--- config.mk ---
export PLATFORM = sky130hd
export DESIGN_NAME = lin_ctrl_reg
export DESIGN_NICKNAME = d
export VERILOG_FILES = /design/src/rtl/lin_ctrl_pkg.sv /design/src/rtl/lin_ctrl_bits.sv /design/src/rtl/lin_div_ctrl.sv /design/src/rtl/lin_ctrl_reg.sv
export SDC_FILE = /design/constraint.sdc
export NUM_CORES = 1
export LEC_CHECK = 0
export ABC_AREA = 1
export BUFFER_PORTS_ARGS = -buffer_cell sky130_fd_sc_hd__clkbuf_2
export CAP_MARGIN = 30
export CORE_MARGIN = 4
export CORE_UTILIZATION = 35
export CTS_CLUSTER_DIAMETER = 30
export DETAILED_ROUTE_END_ITERATION = 10
export PLACE_DENSITY = 0.66
export SYNTH_ARGS = -nofsm -noshare
export SYNTH_HDL_FRONTEND = slang
export SYNTH_HIERARCHICAL = 1
export SYNTH_SLANG_ARGS = --single-unit
export TNS_END_PERCENT = 5
--- constraint.sdc ---
create_clock -name clk -period 1.2 [get_ports clk]
set_input_delay 0 -clock clk [delete_from_list [all_inputs] [get_ports clk]]
set_output_delay 0 -clock clk [all_outputs]
set_load 0.02 [all_outputs]
--- src/rtl/lin_ctrl_pkg.sv ---
`timescale 1ns/1ps
package lin_ctrl_pkg;

    // Bit positions in the control byte; software decodes these.
    localparam int BIT_UPD    = 7;
    localparam int BIT_SLAVE  = 5;
    localparam int BIT_RESYNC = 4;
    localparam int BIT_IEN    = 2;
    localparam int BIT_HDR    = 1;
    localparam int BIT_SYNC   = 0;

    typedef struct packed {
        logic upd_mode;
        logic slave;
        logic resync;
        logic irq_en;
        logic hdr_flag;
        logic sync_flag;
    } ctrl_state_t;

    localparam ctrl_state_t CTRL_RESET = '0;

endpackage

--- src/rtl/lin_ctrl_bits.sv ---
`timescale 1ns/1ps
module lin_ctrl_bits
    import lin_ctrl_pkg::*;
#(
    parameter int             AW        = 4,
    parameter logic [AW-1:0]  CTRL_ADDR = 4'h9
) (
    input  logic          clk,
    input  logic          rst_n,
    input  logic [AW-1:0] addr,
    input  logic [7:0]    wdata,
    input  logic          wr_en,
    input  logic          brk_det,
    input  logic          sync_done,
    input  logic          hdr_done,
    input  logic          meas_apply,
    output ctrl_state_t   state
);

    ctrl_state_t st_d, st_q;
    logic        ctrl_wr;

    always_comb begin
        st_d    = st_q;
        ctrl_wr = wr_en && (addr == CTRL_ADDR);

        // Software writes go first; hardware events below take priority.
        if (ctrl_wr) begin
            st_d.upd_mode = wdata[BIT_UPD];
            st_d.slave    = wdata[BIT_SLAVE];
            st_d.resync   = wdata[BIT_RESYNC];
            st_d.irq_en   = wdata[BIT_IEN];
            if (!wdata[BIT_HDR])  st_d.hdr_flag  = 1'b0;
            if (!wdata[BIT_SYNC]) st_d.sync_flag = 1'b0;
        end

        if (sync_done)              st_d.sync_flag = 1'b0;
        if (st_q.slave && brk_det)  st_d.sync_flag = 1'b1;
        if (st_q.slave && hdr_done) st_d.hdr_flag  = 1'b1;

        // A measured divider load ends the deferred-update mode.
        if (meas_apply)             st_d.upd_mode  = 1'b0;
    end

    always_ff @(posedge clk or negedge rst_n) begin
        if (!rst_n) st_q <= CTRL_RESET;
        else        st_q <= st_d;
    end

    assign state = st_q;

endmodule

--- src/rtl/lin_div_ctrl.sv ---
`timescale 1ns/1ps
module lin_div_ctrl #(
    parameter int             AW      = 4,
    parameter int             DIV_W   = 16,
    parameter logic [AW-1:0]  LO_ADDR = 4'h2,
    parameter logic [AW-1:0]  HI_ADDR = 4'h3,
    localparam int            HI_W    = DIV_W - 8
) (
    input  logic             clk,
    input  logic             rst_n,
    input  logic [AW-1:0]    addr,
    input  logic [7:0]       wdata,
    input  logic             wr_en,
    input  logic             upd_mode,
    input  logic             slave,
    input  logic             resync,
    input  logic             rx_char,
    input  logic             meas_valid,
    input  logic [DIV_W-1:0] meas_div,
    output logic             meas_apply,
    output logic [DIV_W-1:0] div_out,
    output logic [7:0]       lo_val,
    output logic [HI_W-1:0]  hi_val
);

    typedef struct packed {
        logic [HI_W-1:0]  hi;
        logic [7:0]       lo;
        logic [DIV_W-1:0] work;
        logic             pending;
    } div_state_t;

    div_state_t ds_d, ds_q;
    logic       lo_wr, hi_wr;

    always_comb begin
        ds_d       = ds_q;
        lo_wr      = wr_en && (addr == LO_ADDR);
        hi_wr      = wr_en && (addr == HI_ADDR);
        meas_apply = meas_valid && slave && resync;

        if (hi_wr) ds_d.hi = wdata[HI_W-1:0];
        if (lo_wr) ds_d.lo = wdata;

        if (meas_apply) begin
            // The measured value overrides every software-driven load.
            ds_d.work    = meas_div;
            ds_d.pending = 1'b0;
        end else if (lo_wr && !upd_mode) begin
            ds_d.work    = {ds_q.hi, wdata};
            ds_d.pending = 1'b0;
        end else begin
            if (ds_q.pending && rx_char) begin
                ds_d.work    = {ds_q.hi, ds_q.lo};
                ds_d.pending = 1'b0;
            end
            if (lo_wr && upd_mode) ds_d.pending = 1'b1;
        end
    end

    always_ff @(posedge clk or negedge rst_n) begin
        if (!rst_n) ds_q <= '0;
        else        ds_q <= ds_d;
    end

    assign div_out = ds_q.work;
    assign lo_val  = ds_q.lo;
    assign hi_val  = ds_q.hi;

endmodule

--- src/rtl/lin_ctrl_reg.sv ---
`timescale 1ns/1ps
module lin_ctrl_reg
    import lin_ctrl_pkg::*;
#(
    parameter int             AW        = 4,
    parameter int             DIV_W     = 16,
    parameter logic [AW-1:0]  CTRL_ADDR = 4'h9,
    parameter logic [AW-1:0]  LO_ADDR   = 4'h2,
    parameter logic [AW-1:0]  HI_ADDR   = 4'h3
) (
    input  logic             clk,
    input  logic             rst_n,
    input  logic [AW-1:0]    bus_addr,
    input  logic [7:0]       bus_wdata,
    input  logic             bus_we,
    output logic [7:0]       bus_rdata,
    input  logic             brk_det,
    input  logic             sync_done,
    input  logic             hdr_done,
    input  logic             rx_char,
    input  logic             meas_valid,
    input  logic [DIV_W-1:0] meas_div,
    output logic             hdr_irq,
    output logic             sync_state,
    output logic             slave_mode,
    output logic             resync_en,
    output logic [DIV_W-1:0] div_out
);

    localparam int HI_W = DIV_W - 8;

    ctrl_state_t     ctrl_st;
    logic            meas_apply;
    logic [7:0]      lo_val;
    logic [HI_W-1:0] hi_val;
    logic [7:0]      ctrl_byte;

    lin_ctrl_bits #(
        .AW        (AW),
        .CTRL_ADDR (CTRL_ADDR)
    ) u_bits (
        .clk        (clk),
        .rst_n      (rst_n),
        .addr       (bus_addr),
        .wdata      (bus_wdata),
        .wr_en      (bus_we),
        .brk_det    (brk_det),
        .sync_done  (sync_done),
        .hdr_done   (hdr_done),
        .meas_apply (meas_apply),
        .state      (ctrl_st)
    );

    lin_div_ctrl #(
        .AW      (AW),
        .DIV_W   (DIV_W),
        .LO_ADDR (LO_ADDR),
        .HI_ADDR (HI_ADDR)
    ) u_div (
        .clk        (clk),
        .rst_n      (rst_n),
        .addr       (bus_addr),
        .wdata      (bus_wdata),
        .wr_en      (bus_we),
        .upd_mode   (ctrl_st.upd_mode),
        .slave      (ctrl_st.slave),
        .resync     (ctrl_st.resync),
        .rx_char    (rx_char),
        .meas_valid (meas_valid),
        .meas_div   (meas_div),
        .meas_apply (meas_apply),
        .div_out    (div_out),
        .lo_val     (lo_val),
        .hi_val     (hi_val)
    );

    always_comb begin
        ctrl_byte             = '0;
        ctrl_byte[BIT_UPD]    = ctrl_st.upd_mode;
        ctrl_byte[BIT_SLAVE]  = ctrl_st.slave;
        ctrl_byte[BIT_RESYNC] = ctrl_st.resync;
        ctrl_byte[BIT_IEN]    = ctrl_st.irq_en;
        ctrl_byte[BIT_HDR]    = ctrl_st.hdr_flag;
        ctrl_byte[BIT_SYNC]   = ctrl_st.sync_flag;
    end

    always_comb begin
        bus_rdata = '0;
        if (bus_addr == CTRL_ADDR)    bus_rdata = ctrl_byte;
        else if (bus_addr == LO_ADDR) bus_rdata = lo_val;
        else if (bus_addr == HI_ADDR) bus_rdata[HI_W-1:0] = hi_val;
    end

    assign hdr_irq    = ctrl_st.hdr_flag & ctrl_st.irq_en;
    assign sync_state = ctrl_st.sync_flag;
    assign slave_mode = ctrl_st.slave;
    assign resync_en  = ctrl_st.resync;

endmodule

==> impl_metrics.ini <==
[final_layout]
most-common-layout-cells = 86 x nand2_1, 60 x clkbuf_2, 45 x nand3_1
num_antenna_cells = 0
nets = 405
final_common_cell = nand2_1
stdcell_area_um2 = 2940
drive_gt1_share_pct = 36.76
area_growth_pct = 21.89

[global_route]
grt_pass1_wl_mm = 10.79
grt_pass1_vias = 2227
met1_usage_pct = 21.33
grt.met2_usage_pct = 26.67
grt-ovfl-total = 0
top_usage_layer = met2
grt_use_total_pct = 16.23
grtUsageMet3_pct = 4.132
antenna_found_initial = 0
grt_max_degree = 26

[logic_synthesis]
syn_inst = 310
synth-seq-area-share_pct = 40.46
syn_nets = 346
synthesis.area_um2 = 2412
ys_ff_latch = 39
syn_avg_cell_area_um2 = 7.782
synth_cell_types = 24
yosysWarnings = 6

[clock_network]
cts_buffer_depth = 2
cts_tree = built
clk_pin_slew_ns = 0.07
clk_latency_ns = 0.29
root_buffer = clkbuf_8
cts_buffers = 5
htreeDepth = 2
cts_num_sinks = 39

[sta]
timing.final.crit_period_ns = 1.225
min_period_over_period_pct = 102.1
relSlewSlack_pct = 67.20
timing.final.ws_setup_ns = -0.02549
setup_tns_ns = -0.09194
final_hold_viol_count = 0
hold_slack_ns = 0.01053
max_slew.worst_pin.slew_ns = 0.4906
clock_skew_ns = 0.002551
max_freq_mhz = 816.0
setup_violations = 7
drv_slew = 0
rsz0062_at_grt = true

[detailed_routing]
drc_errors = 0
drtPass1Iterations = 4
num_vias = 2185
drt-total-wl_mm = 6.461
wl_per_cell_um = 14.45
via_per_inst = 4.888
drt_iter0_drc = 168
drtAntennaViolNets = 0

[critical_path]
arrival_ns = 1.41
endpoint_kind = flip-flop
critPathKind = flip-flop to flip-flop
cp_max_fo = 7
start_kind = flip-flop
r2r-start = u_bits/state[5]$_DFFE_PN0P_
cp-startpoint = u_bits/state[5]$_DFFE_PN0P_
r2r_slack_ns = -0.03
critPathRequiredTime_ns = 1.39

[place]
port_buffers = 63
placed_cell_area_um2 = 2695
pre_cts_slack_ns = -0.07880
post-dp-hpwl_mm = 4.952
gp_congestion = 0.8557

[power]
irDropWorstVdd_v = 0.0006169
power.total_uw = 4681
p_per_area_nw_per_um2 = 1592
p_leak_uw = 0.001595

[floorplan]
dieWidth_um = 91.02
core_area_um2 = 6531
die_h_um = 91.02
die_area_um2 = 8285
start_util_pct = 36.93
num_rows = 29
io_pins = 64

[run_status]
violations = negative setup slack
run_status = finished, violations left

[min_path]
min_path_type = primary input to flip-flop
min_from = bus_wdata[1]

[run]
cap_violations = 0
## worst max-delay path, cell delays in order (launching register included)
cell	delay, ns
dfrtp_1	0.40
inv_2	0.09
nand4_4	0.17
buf_6	0.21
nand2_2	0.06
nand3_2	0.07
nand2_1	0.08
nand2_1	0.05
## through the flow
stage / utilization, % / instances
after floorplan: - / 310
after global placement: 41.26 / 429
after detailed placement: 41.26 / 429
after CTS: 44.56 / 446
after global routing: 45.02 / 447
final: 45.02 / 447
## metal layers
| metal | vias to the layer above | wire, µm |
|---|---|---|
| met2 | 75 | 3136 |
| li1 | 1088 | - |
| met5 | - | 0 |
| met3 | 6 | 387 |
| met1 | 1016 | 2871 |
| met4 | 0 | 65 |
## report_power, final
part | internal [µW] | switching (µW)
combinational | 657 | 1070
clock | 524 | 442
sequential | 1710 | 276
## sequential cells by signal, summed over array words and instances (netlist names)
signal,flops
u_div/hi_val,8
u_div/lo_val,8
u_bits/state,6
u_div/ds_q,1
u_div/div_out,16
## cells by family (layout without fill, tap and decap cells)
family / after synthesis / in the layout / synth area share, %
buffers and inverters: 68 / 128 / 17.22
and+or+nand+nor: 168 / 168 / 32.83
AOI/OAI and AO/OA: 35 / 35 / 9.492
DFF: 39 / 39 / 40.46
## area by class of cell
type,instances,area (µm²)
Tap cell,77,96.34
Multi-Input combinational cell,203,1075
Clock buffer,8,100.1
Timing Repair Buffer,91,568.0
Fill cell,664,3591
Inverter,29,122.6
Sequential cell,39,978.4
## synthesized netlist by cell type, drive strengths merged
cell	number	area share (%)
a21oi	8	1.7
buf	39	12
clkinv	1	0.16
dfrtp	39	40
inv	28	4.7
nand2	94	15
nand3	49	11
nand4	1	0.88
nor2	16	3.8
o211ai	8	2.5
o21ai	19	5.3
or2	8	2.1
## final timing paths
path,endpoint,depth (start not counted)
min reg2reg,u_div/div_out[10]$_DFFE_PN0P_,2
max in group asynchronous,u_div/hi_val[3]$_DFFE_PN0P_,3
min in group asynchronous,u_bits/state[2]$_DFFE_PN0P_,2
min,u_div/lo_val[1]$_DFFE_PN0P_,3
max,u_div/div_out[2]$_DFFE_PN0P_,7
max reg2reg,u_div/div_out[2]$_DFFE_PN0P_,7
## timing repair
item / in CTS / in global routing
setup endpoints to repair: 18 / 19
pin swaps: 1 / 2
setup buffers: 0 / 1
endpoints found under the hold margin: 46 / 0
hold buffers: 9 / 0
resized for setup: 8 / 9
Power figures use the tool's default switching activity.
